**src/rtl/adc_host_pkg.sv**
```systemverilog
package adc_host_pkg;
  localparam int unsigned WORD_W = 13;
  localparam int unsigned DATA_W = 12;
  localparam int unsigned OFS_BITS = 10;

  typedef enum logic [2:0] {
    ST_IDLE,
    ST_START,
    ST_CONV,
    ST_READ,
    ST_WRITE
  } host_st_e;
endpackage

```
**src/rtl/adc_rst_sync.sv**
```systemverilog
module adc_rst_sync (
  input  logic clk_i,
  input  logic rst_ni,
  output logic rst_no
);
  logic [1:0] sh_q;

  always_ff @(posedge clk_i or negedge rst_ni) begin
    if (!rst_ni) sh_q <= '0;
    else         sh_q <= {sh_q[0], 1'b1};
  end

  assign rst_no = sh_q[1];
endmodule

```
**src/rtl/adc_rate_gen.sv**
```systemverilog
module adc_rate_gen #(
  parameter int unsigned PER_W = 16
) (
  input  logic             clk_i,
  input  logic             rst_ni,
  input  logic             en_i,
  input  logic [PER_W-1:0] period_i,
  output logic             tick_o
);
  logic [PER_W-1:0] cnt_q, cnt_d;
  logic [PER_W:0]   nxt;

  always_comb begin
    nxt    = {1'b0, cnt_q} + 1'b1;
    tick_o = en_i && (nxt >= {1'b0, period_i});
    if (!en_i || tick_o) cnt_d = '0;
    else                 cnt_d = nxt[PER_W-1:0];
  end

  always_ff @(posedge clk_i or negedge rst_ni) begin
    if (!rst_ni) cnt_q <= '0;
    else         cnt_q <= cnt_d;
  end
endmodule

```
**src/rtl/adc_quiet_tmr.sv**
```systemverilog
module adc_quiet_tmr #(
  parameter int unsigned QUIET = 4
) (
  input  logic clk_i,
  input  logic rst_ni,
  input  logic load_i,
  output logic ok_o
);
  localparam int unsigned QW = $clog2(QUIET + 2);
  logic [QW-1:0] qc_q, qc_d;

  always_comb begin
    qc_d = qc_q;
    if (load_i)          qc_d = QW'(QUIET);
    else if (qc_q != '0) qc_d = qc_q - 1'b1;
  end

  always_ff @(posedge clk_i or negedge rst_ni) begin
    if (!rst_ni) qc_q <= '0;
    else         qc_q <= qc_d;
  end

  assign ok_o = (qc_q == '0);
endmodule

```
**src/rtl/adc_ofs_fmt.sv**
```systemverilog
module adc_ofs_fmt
  import adc_host_pkg::*;
#(
  parameter int unsigned OFF_IN_W  = 11,
  parameter int unsigned OFF_LIM   = 327,
  parameter bit          OFF_CLAMP = 1'b0
) (
  input  logic signed [OFF_IN_W-1:0] val_i,
  output logic                       ok_o,
  output logic [WORD_W-1:0]          word_o
);
  localparam logic signed [OFF_IN_W-1:0] LIM_P = OFF_IN_W'(OFF_LIM);
  localparam logic signed [OFF_IN_W-1:0] LIM_N = -LIM_P;
  localparam logic [WORD_W-1:0] MASK = WORD_W'((1 << OFS_BITS) - 1);

  logic signed [OFF_IN_W-1:0] sat;
  logic                       in_rng;

  assign in_rng = (val_i <= LIM_P) && (val_i >= LIM_N);

  generate
    if (OFF_CLAMP) begin : g_clamp
      always_comb begin
        if (val_i > LIM_P)      sat = LIM_P;
        else if (val_i < LIM_N) sat = LIM_N;
        else                    sat = val_i;
      end
      assign ok_o = 1'b1;
    end else begin : g_reject
      assign sat  = val_i;
      assign ok_o = in_rng;
    end
  endgenerate

  assign word_o = WORD_W'(sat) & MASK;
endmodule

```
**src/rtl/adc_par_host.sv**
```systemverilog
module adc_par_host
  import adc_host_pkg::*;
#(
  parameter int unsigned PER_W     = 16,
  parameter int unsigned CNV_LOW   = 2,
  parameter int unsigned RD_W      = 3,
  parameter int unsigned WR_W      = 3,
  parameter int unsigned QUIET     = 4,
  parameter int unsigned BUSY_TMO  = 40,
  parameter int unsigned OFF_IN_W  = 11,
  parameter int unsigned OFF_LIM   = 327,
  parameter bit          OFF_CLAMP = 1'b0
) (
  input  logic                       clk_i,
  input  logic                       rst_ni,
  input  logic                       run_en_i,
  input  logic [PER_W-1:0]           period_i,
  output logic                       cstart_no,
  input  logic                       conv_active_ni,
  output logic                       sel_no,
  output logic                       rstb_no,
  output logic                       wstb_no,
  input  logic [12:0]                dbus_i,
  output logic [12:0]                dbus_o,
  output logic                       dbus_oe_o,
  output logic                       smp_valid_o,
  output logic [11:0]                smp_data_o,
  output logic                       smp_ovr_o,
  input  logic                       ofs_req_i,
  input  logic signed [OFF_IN_W-1:0] ofs_val_i,
  output logic                       ofs_done_o,
  output logic                       ofs_err_o,
  output logic                       overrun_o,
  output logic                       conv_tmo_o
);
  localparam int unsigned SMAX = (CNV_LOW > RD_W) ? ((CNV_LOW > WR_W) ? CNV_LOW : WR_W)
                                                  : ((RD_W > WR_W) ? RD_W : WR_W);
  localparam int unsigned SCW = $clog2(SMAX + 1);
  localparam int unsigned TMW = $clog2(BUSY_TMO + 1);

  logic rst_n, tick, quiet_ok, fmt_ok, qload;
  logic [WORD_W-1:0] fmt_word;

  adc_rst_sync u_rst (.clk_i(clk_i), .rst_ni(rst_ni), .rst_no(rst_n));

  adc_rate_gen #(.PER_W(PER_W)) u_rate (
    .clk_i(clk_i), .rst_ni(rst_n), .en_i(run_en_i), .period_i(period_i), .tick_o(tick)
  );

  adc_quiet_tmr #(.QUIET(QUIET)) u_quiet (
    .clk_i(clk_i), .rst_ni(rst_n), .load_i(qload), .ok_o(quiet_ok)
  );

  adc_ofs_fmt #(.OFF_IN_W(OFF_IN_W), .OFF_LIM(OFF_LIM), .OFF_CLAMP(OFF_CLAMP)) u_fmt (
    .val_i(ofs_val_i), .ok_o(fmt_ok), .word_o(fmt_word)
  );

  host_st_e          st_q, st_d;
  logic [SCW-1:0]    cnt_q, cnt_d;
  logic [TMW-1:0]    tcnt_q, tcnt_d;
  logic              seen_q, seen_d;
  logic              spend_q, spend_d;
  logic              wpend_q, wpend_d;
  logic [WORD_W-1:0] wword_q, wword_d;
  logic [WORD_W-1:0] bus_q, bus_d;
  logic [WORD_W-1:0] cap_q, cap_d;
  logic              vld_q, vld_d, done_q, done_d, err_q, err_d, ovr_q, ovr_d, tmo_q, tmo_d;
  logic              inflight, req_ok, cap_en, wword_en, bus_en;

  always_comb begin
    st_d     = st_q;
    cnt_d    = cnt_q;
    tcnt_d   = tcnt_q;
    seen_d   = seen_q;
    spend_d  = spend_q;
    wpend_d  = wpend_q;
    wword_d  = wword_q;
    bus_d    = bus_q;
    cap_d    = cap_q;
    vld_d    = 1'b0;
    done_d   = 1'b0;
    err_d    = 1'b0;
    ovr_d    = 1'b0;
    tmo_d    = 1'b0;
    qload    = 1'b0;
    cap_en   = 1'b0;
    bus_en   = 1'b0;
    req_ok   = ofs_req_i && fmt_ok;
    wword_en = req_ok;
    inflight = spend_q || (st_q inside {ST_START, ST_CONV, ST_READ});

    // a period expiry while a sample is in flight is dropped and flagged
    if (tick) begin
      if (inflight) ovr_d   = 1'b1;
      else          spend_d = 1'b1;
    end

    if (req_ok) begin
      wpend_d = 1'b1;
      wword_d = fmt_word;
    end else if (ofs_req_i) begin
      err_d = 1'b1;
    end

    case (st_q)
      ST_IDLE: begin
        // a pending offset write goes ahead of the next start
        if (wpend_q) begin
          st_d   = ST_WRITE;
          cnt_d  = SCW'(WR_W - 1);
          bus_d  = wword_q;
          bus_en = 1'b1;
          if (!req_ok) wpend_d = 1'b0;
        end else if (spend_q && quiet_ok) begin
          st_d    = ST_START;
          cnt_d   = SCW'(CNV_LOW - 1);
          tcnt_d  = '0;
          seen_d  = 1'b0;
          spend_d = 1'b0;
        end
      end
      ST_START: begin
        tcnt_d = tcnt_q + 1'b1;
        if (!conv_active_ni) seen_d = 1'b1;
        if (cnt_q == '0) st_d = ST_CONV;
        else             cnt_d = cnt_q - 1'b1;
      end
      ST_CONV: begin
        tcnt_d = tcnt_q + 1'b1;
        if (!conv_active_ni) seen_d = 1'b1;
        if (seen_q && conv_active_ni) begin
          st_d  = ST_READ;
          cnt_d = SCW'(RD_W - 1);
        end else if (tcnt_q >= TMW'(BUSY_TMO - 1)) begin
          st_d  = ST_IDLE;
          tmo_d = 1'b1;
        end
      end
      ST_READ: begin
        if (cnt_q == '0) begin
          cap_d  = dbus_i;
          cap_en = 1'b1;
          vld_d  = 1'b1;
          qload  = 1'b1;
          st_d   = ST_IDLE;
        end else begin
          cnt_d = cnt_q - 1'b1;
        end
      end
      ST_WRITE: begin
        if (cnt_q == '0) begin
          done_d = 1'b1;
          qload  = 1'b1;
          st_d   = ST_IDLE;
        end else begin
          cnt_d = cnt_q - 1'b1;
        end
      end
      default: st_d = ST_IDLE;
    endcase
  end

  always_ff @(posedge clk_i or negedge rst_n) begin
    if (!rst_n) begin
      st_q    <= ST_IDLE;
      cnt_q   <= '0;
      tcnt_q  <= '0;
      seen_q  <= 1'b0;
      spend_q <= 1'b0;
      wpend_q <= 1'b0;
      vld_q   <= 1'b0;
      done_q  <= 1'b0;
      err_q   <= 1'b0;
      ovr_q   <= 1'b0;
      tmo_q   <= 1'b0;
    end else begin
      st_q    <= st_d;
      cnt_q   <= cnt_d;
      tcnt_q  <= tcnt_d;
      seen_q  <= seen_d;
      spend_q <= spend_d;
      wpend_q <= wpend_d;
      vld_q   <= vld_d;
      done_q  <= done_d;
      err_q   <= err_d;
      ovr_q   <= ovr_d;
      tmo_q   <= tmo_d;
    end
  end

  always_ff @(posedge clk_i) begin
    if (cap_en)   cap_q   <= cap_d;
    if (wword_en) wword_q <= wword_d;
    if (bus_en)   bus_q   <= bus_d;
  end

  assign cstart_no   = (st_q != ST_START);
  assign rstb_no     = (st_q != ST_READ);
  assign wstb_no     = (st_q != ST_WRITE);
  assign sel_no      = !((st_q == ST_READ) || (st_q == ST_WRITE));
  assign dbus_oe_o   = (st_q == ST_WRITE);
  assign dbus_o      = bus_q;
  assign smp_valid_o = vld_q;
  assign smp_data_o  = cap_q[DATA_W-1:0];
  assign smp_ovr_o   = cap_q[WORD_W-1];
  assign ofs_done_o  = done_q;
  assign ofs_err_o   = err_q;
  assign overrun_o   = ovr_q;
  assign conv_tmo_o  = tmo_q;

  a_r3_no_strobe_busy: assert property (@(posedge clk_i) disable iff (!rst_n)
    (!rstb_no || !wstb_no) |-> conv_active_ni);
  a_r11_one_strobe: assert property (@(posedge clk_i) disable iff (!rst_n)
    $onehot0({!cstart_no, !rstb_no, !wstb_no}));
  a_r4_sel_with_strobe: assert property (@(posedge clk_i) disable iff (!rst_n)
    (!rstb_no || !wstb_no) |-> !sel_no);
  a_r4_valid_after_read: assert property (@(posedge clk_i) disable iff (!rst_n)
    smp_valid_o |-> $past(!rstb_no));
  a_r5_quiet_gate: assert property (@(posedge clk_i) disable iff (!rst_n)
    !quiet_ok |=> !$fell(cstart_no));
  a_r7_err_from_req: assert property (@(posedge clk_i) disable iff (!rst_n)
    ofs_err_o |-> $past(ofs_req_i));
  a_r6_word_top_clear: assert property (@(posedge clk_i) disable iff (!rst_n)
    dbus_oe_o |-> (dbus_o[12:10] == 3'b000));
  a_r10_tmo_idle: assert property (@(posedge clk_i) disable iff (!rst_n)
    conv_tmo_o |-> (cstart_no && rstb_no && $past(!cstart_no || rstb_no)));
endmodule

```
**config.mk**
```make
export PLATFORM = sky130hd
export DESIGN_NAME = adc_par_host
export DESIGN_NICKNAME = d
export VERILOG_FILES = /design/src/rtl/adc_host_pkg.sv /design/src/rtl/adc_rst_sync.sv /design/src/rtl/adc_rate_gen.sv /design/src/rtl/adc_quiet_tmr.sv /design/src/rtl/adc_ofs_fmt.sv /design/src/rtl/adc_par_host.sv
export SDC_FILE = /design/constraint.sdc
export NUM_CORES = 1
export LEC_CHECK = 0
export ABC_AREA = 1
export BUFFER_PORTS_ARGS = -buffer_cell sky130_fd_sc_hd__buf_2
export CAP_MARGIN = 10
export CELL_PAD_IN_SITES_DETAIL_PLACEMENT = 0
export CELL_PAD_IN_SITES_GLOBAL_PLACEMENT = 1
export CORE_UTILIZATION = 25
export CTS_BUF_LIST = sky130_fd_sc_hd__clkbuf_4 sky130_fd_sc_hd__clkbuf_8
export DETAILED_ROUTE_END_ITERATION = 10
export GPL_ROUTABILITY_DRIVEN = 0
export HOLD_SLACK_MARGIN = 0.06
export PLACE_DENSITY_LB_ADDON = 0.08
export SETUP_SLACK_MARGIN = 0.05
export SYNTH_ARGS = -nofsm -noshare
export SYNTH_HDL_FRONTEND = slang
export SYNTH_SLANG_ARGS = --single-unit
```
**constraint.sdc**
```tcl
create_clock -name clk_i -period 1.8 [get_ports clk_i]
set_input_delay 0.18 -clock clk_i [delete_from_list [all_inputs] [get_ports clk_i]]
set_output_delay 0.18 -clock clk_i [all_outputs]
set_load 0.03 [all_outputs]
```
## Word level (Yosys, flattened, before mapping)

Index checks and enable logic that the tools add are counted.

| cells by class | value |
|---|---|
| bitwise logic cells | 0 |
| muxes and demuxes | 44 |
| reduce and logical (&&, ||, !) cells | 27 |
| equality and inequality tests | 16 |
| $mul | 0 |
| shift-type cells | 0 |
| $add $sub $neg | 4 |
| div/mod/pow operators | 0 |
| magnitude comparators | 4 |

Operators with widths:

| operator | number |
|---|---|
| $mux 1 | 25 |
| $mux 3 | 8 |
| $add 16x1->17 const B | 1 |
| $ge 17x16->1 | 1 |
| $mux 16 | 1 |
| $mux 6 | 2 |
| $pmux 3 s4 | 1 |
| $pmux 6 s2 | 1 |
| $reduce_and 4->1 | 3 |
| $ge 11x10->1 const B | 1 |
| $le 11x10->1 const B | 1 |
| $reduce_and 3->1 | 3 |
| $reduce_bool 3->1 | 3 |
| $mux 2 | 4 |
| $ne 2x2->1 const B | 4 |
| $add 6x1->6 const B | 1 |
| $eq 3x2->1 const B | 2 |
| $ge 6x6->1 const B | 1 |
| $logic_not 3->1 | 2 |
| $ne 2x1->1 const B | 3 |
| $ne 3x1->1 const B | 2 |
| $ne 3x3->1 const B | 2 |
| $pmux 2 s3 | 1 |
| $logic_and 1x1->1 | 5 |
| other kinds (12) | 17 |

| storage, ports and cells | value |
|---|---|
| bits of input ports | 45 |
| memory bits (writable) | 0 |
| output and inout port bits | 36 |
| memory bits (read-only) | 0 |
| register bits | 73 |
| latch bits | 0 |
| memories | 0 |

## Logic depth before layout (Yosys ltp)

| depth | value |
|---|---|
| word-level depth | 8 |
| gate-level depth with buffers | 19 |
| mapped depth without buffers | 19 |

## Hierarchy

Synthesis repeated with hierarchy kept, for this count alone.

| second synthesis, totals | value |
|---|---|
| cell total of the unflattened synthesis | 442 |
| area, all modules | 4150.2 um^2 |

Modules (own cells, without submodules):

| module | cells each | instances | sequential area each (um^2) | area each (um^2) |
|---|---|---|---|---|
| adc_par_host | 183 | 1 | 1646.6 | 2238.4 |
| adc_rate_gen | 189 | 1 | 400.4 | 1458.9 |
| adc_ofs_fmt | 44 | 1 | 0.0 | 221.5 |
| adc_quiet_tmr | 23 | 1 | 75.1 | 177.7 |
| adc_rst_sync | 3 | 1 | 50.0 | 53.8 |

## Worst setup path before layout

No wires, ideal clock.

| path | value |
|---|---|
| path kind | reg2reg |
| start point | reg u_rate.cnt_q[0] |
| end point | reg u_rate.cnt_q[9] |
| setup time | 0.069 ns |
| arrival time | 2.401 ns |
| path buffers | 1 |
| setup slack | -0.671 ns |
| cell stages (with the launch flop) | 20 |
| clock period less this slack | 2.471 ns |
| cell sequence | dfrtp_1 ha_1 nand2_2 nor2_4 nand2_2 inv_1 nand3_1 xor2_1 inv_1 ha_1 nand2_1 inv_1 nand2_1 nand2_1 nand2_1 o21ai_0 nor2_1 nand3_4 buf_6 nor2_2 |

| between the ends | value |
|---|---|
| word-level cells in the longest chain between the ends | 5 |

RTL lines:

| item | line | text |
|---|---|---|
| start: declaration | adc_rate_gen.sv:10 | `logic [PER_W-1:0] cnt_q, cnt_d;` |
| start signal: assignment | adc_rate_gen.sv:22 | `else cnt_q <= cnt_d;` |
| $add 16x1->17 * | adc_rate_gen.sv:14 | `nxt = {1'b0, cnt_q} + 1'b1;` |
| $ge 17x16->1 | adc_rate_gen.sv:15 | `tick_o = en_i && (nxt >= {1'b0, period_i});` |
| $logic_and 1x1->1 | adc_rate_gen.sv:15 |  |
| $logic_or 1x1->1 | adc_rate_gen.sv:16 | `if (!en_i \|\| tick_o) cnt_d = '0;` |
| $mux 16 * | adc_rate_gen.sv:16 |  |
| net u_rate.cnt_d[9] | adc_rate_gen.sv:10 |  |

The timed path passes the listed nets; every way through them passes the cells marked *.
A chain may end at the register's enable or synchronous reset.

## Final worst setup path

| path | value |
|---|---|
| start point | reg u_rate.cnt_q[0] |
| end point | reg u_rate.cnt_q[6] |

Same word-level chain as after synthesis.

==> impl_metrics.env <==
export IMPL_status="complete, but fails checks"
export IMPL_violations="negative setup slack"
export IMPL_clk_pin_slew_ns=0.08
export IMPL_drt_iter0_markers=73
export IMPL_syn_area_um2=3675
export IMPL_powerDensity_nw_per_um2=973.4
export IMPL_p_leak_nw=2.641
export IMPL_finClkSkew_ns=0.01083
export IMPL_grt_start_max_net_pins=19
export IMPL_arrival_ns=2.88
export IMPL_gr_total_overflow=0
export IMPL_critPathMaxFanout=7
export IMPL_wl_per_cell_um=11.52
export IMPL_die_area_um2=15190
export IMPL_ys_ff_latch=73
export IMPL_grt_pass1_wl_um=14080
export IMPL_synth_seq_area_share=0.5420
export IMPL_synthArstFlopShare=0.5479
export IMPL_worstHoldPathCells=3
export IMPL_r2r_cells=20
export IMPL_finalCritPeriodShare=1.439
export IMPL_coreArea_um2=14100
export IMPL_synth_compound_area_frac=0.06537
export IMPL_fillers=1455
export IMPL_nets=629
export IMPL_cts_tree="built"
export IMPL_cp_end_kind="flip-flop"
export IMPL_grt_usage=0.1239
export IMPL_final_setup_worst_slack_ns=-0.7907
export IMPL_synth_top_area_frac=0.2724
export IMPL_postRouteWirelength_um=8619
export IMPL_grt_antenna_before_repair=0
export IMPL_ir_drop_mv=0.4881
export IMPL_drive_gt1_frac=0.4243
export IMPL_synthTopCellsByArea="dfrtp_1 (27%), edfxtp_1 (27%), inv_1 (7.8%)"
export IMPL_synthTopCellsByCount="inv_1 (76), nand2_1 (65), dfrtp_1 (40)"
export IMPL_reg2reg_from="u_rate.cnt_q[0]$_DFF_PN0_"
export IMPL_initial_utilization=0.2607
export IMPL_maxCapViolCount=0
export IMPL_die_w_um=123.2
export IMPL_clockBufferDepth=2
export IMPL_synth_top_family_by_area="simple AND/OR/NAND/NOR gates"
export IMPL_cts_root_buf="clkbuf_8"
export IMPL_synth_edf_count=33
export IMPL_post_synth_and_or_nand_nor_area_fraction=0.2029
export IMPL_final_max_slew_viol_count=0
export IMPL_io_buffers=77
export IMPL_diodes=0
export IMPL_grt_pass1_vias=3019
export IMPL_synthToLayoutAreaGrowth_pct=48.45
export IMPL_die_h_um=123.2
export IMPL_min_from="run_en_i"
export IMPL_synth_cells=384
export IMPL_setup_viol=18
export IMPL_yosys_warnings=0
export IMPL_pin_count=81
export IMPL_muxShareOfSynthArea=0
export IMPL_finalInstanceArea_um2=5455
export IMPL_yosysTopAreaCell="dfrtp_1"
export IMPL_post_dp_hpwl_um=6575
export IMPL_detail_route_vias_per_cell=3.988
export IMPL_dr_total_vias=2983
export IMPL_fmax_ghz=0.3860
export IMPL_start_kind="flip-flop"
export IMPL_htree_num_levels=3
export IMPL_critPathLaunch="u_rate.cnt_q[0]$_DFF_PN0_"
export IMPL_synth_cell_type_count=39
export IMPL_syn_area_per_cell_um2=9.570
export IMPL_synth_xor_area_frac=0.02622
export IMPL_required_ns=2.09
export IMPL_critPathKind="flip-flop to flip-flop"
export IMPL_drc=0
export IMPL_cts_inserted_buffers=9
export IMPL_hold_violations=0
export IMPL_insertion_delay_ns=0.35
export IMPL_synth_flop_cell="dfrtp_1"
export IMPL_placed_area_um2=4643
export IMPL_synth_most_common_cell="inv_1"
export IMPL_clock_sinks=73
export IMPL_finalCriticalPeriod_ns=2.591
export IMPL_pre_cts_slack_ns=-0.9258
export IMPL_dr_pass1_iters=4
export IMPL_rsz0062_at_grt="yes"
export IMPL_synthAdderAreaFrac=0.07150
export IMPL_rows=43
export IMPL_min_delay_path_class="input pin to flip-flop"
export IMPL_ant_nets=0
final timing paths:
path / to / slack, ns
max: u_rate.cnt_q[6]$_DFF_PN0_ / -0.79
min: overrun_o$_DFF_PN0_ / 0.11
max reg2reg: u_rate.cnt_q[6]$_DFF_PN0_ / -0.79
min reg2reg: u_rate.cnt_q[0]$_DFF_PN0_ / 0.20
max in group asynchronous: tcnt_q[3]$_DFFE_PN0P_ / 1.02
min in group asynchronous: u_rst.sh_q[1]$_DFF_PN0_ / 0.14
where the power goes:
part / leakage (nW) / switching (mW) / internal, mW / total (mW)
Sequential: 0.819 / 0.162 / 2.05 / 2.21
Combinational: 1.73 / 1.17 / 0.768 / 1.94
Clock: 0.0900 / 0.638 / 0.520 / 1.16
Total: 2.64 / 1.97 / 3.34 / 5.31
cell families (layout without fill, tap and decap cells):
| logic type | Yosys count | count (layout) |
|---|---|---|
| and+or+nand+nor | 154 | 154 |
| buffers and inverters | 83 | 265 |
| DFF | 73 | 73 |
| AOI/OAI and AO/OA | 40 | 40 |
| adders and majority gates | 21 | 21 |
| xor gates and xnor gates | 11 | 11 |
| other | 2 | 4 |
through the flow:
stage / hold WS, ns / TNS, ns / utilization / power (mW) / instances
after floorplan: -0.1156 / -10.45 / - / 3.445 / 386
after global placement: -0.03430 / -16.30 / 0.3294 / 3.936 / 686
after detailed placement: -0.03065 / -15.90 / 0.3294 / 3.942 / 686
after CTS: 0.08440 / -13.27 / 0.3720 / 5.250 / 736
after global routing: 0.09998 / -18.26 / 0.3870 / 5.730 / 748
final: 0.1142 / -13.34 / 0.3870 / 5.310 / 748
worst max-delay path, cell delays in order, from the launching register on:
cell and delay (ns):
dfrtp_1 0.38, nand3_2 0.11, nor2_4 0.13, nand2_2 0.08, nor2_4 0.11, nand2_2 0.08
nor2_4 0.12, buf_6 0.11, xor2_2 0.12, inv_1 0.06, ha_1 0.27, nand2_1 0.07
inv_2 0.04, nand2_1 0.05, nand2_1 0.05, nand2_2 0.06, o21ai_2 0.05, nor2_2 0.18
nand3_4 0.16, buf_12 0.19, nor2_4 0.07
sequential cells by signal, indices dropped and copies added, names as in the netlist, 2 cells and up:
name,flops
u_rst.sh_q,2
wword_q,10
cap_q,13
u_rate.cnt_q,16
dbus_o,10
tcnt_q,6
st_q,3
u_quiet.qc_q,3
cnt_q,2
cell usage in the layout, fill, tap and decap left out, types with 2 or more instances in the layout:
| master | n |
|---|---|
| inv_2 | 7 |
| clkinv_4 | 2 |
| o21ai_0 | 12 |
| nor3_2 | 3 |
| a21oi_2 | 3 |
| dfrtp_1 | 38 |
| dlygate4sd3_1 | 23 |
| o22ai_1 | 2 |
| nand3_2 | 3 |
| buf_4 | 64 |
| inv_1 | 71 |
| buf_6 | 6 |
| o21ai_2 | 2 |
| ha_1 | 17 |
| xor2_1 | 5 |
| nand4_1 | 2 |
| a21oi_1 | 8 |
| nor3_1 | 5 |
| nor2_4 | 14 |
| nand2_2 | 12 |
| nand3_1 | 12 |
| nand2_1 | 59 |
| clkinv_2 | 2 |
| edfxtp_1 | 33 |
| xor2_2 | 5 |
| and2_1 | 2 |
| nor2_1 | 20 |
| conb_1 | 4 |
| dfrtp_2 | 2 |
| nor2_2 | 16 |
| ha_4 | 3 |
| nand3_4 | 2 |
| clkbuf_8 | 9 |
| buf_2 | 74 |
| clkbuf_4 | 2 |
| o21ai_1 | 4 |
layout make-up:
| type | count | area [um^2] | share of cell area |
|---|---|---|---|
| inverter | 79 | 299.0 | 0.05482 |
| clock inverter | 6 | 43.79 | 0.008028 |
| clock buffer | 10 | 131.4 | 0.02408 |
| timing repair buffer | 170 | 1189 | 0.2179 |
| tap | 180 | 225.2 | 0.04128 |
| multi-input combinational | 230 | 1573 | 0.2883 |
| sequential | 73 | 1994 | 0.3656 |
metal layers:
layer	share of wire	GRT usage	wire length, um	up-vias
met2	0.44	0.1868	3781	71
met1	0.49	0.1666	4265	1328
li1	-	-	-	1572
met4	0.021	0.06099	179	0
met3	0.046	0.02814	393	12
met5	0	0	0	-
repair_timing:
action	in CTS	in global routing
endpoints found under the setup margin	19	34
gates resized for setup	24	34
setup buffers	10	11
endpoints found under the hold margin	25	0
gates cloned	0	1
hold buffers	24	0
pin swaps	15	20
Power figures use the tool's default switching activity.
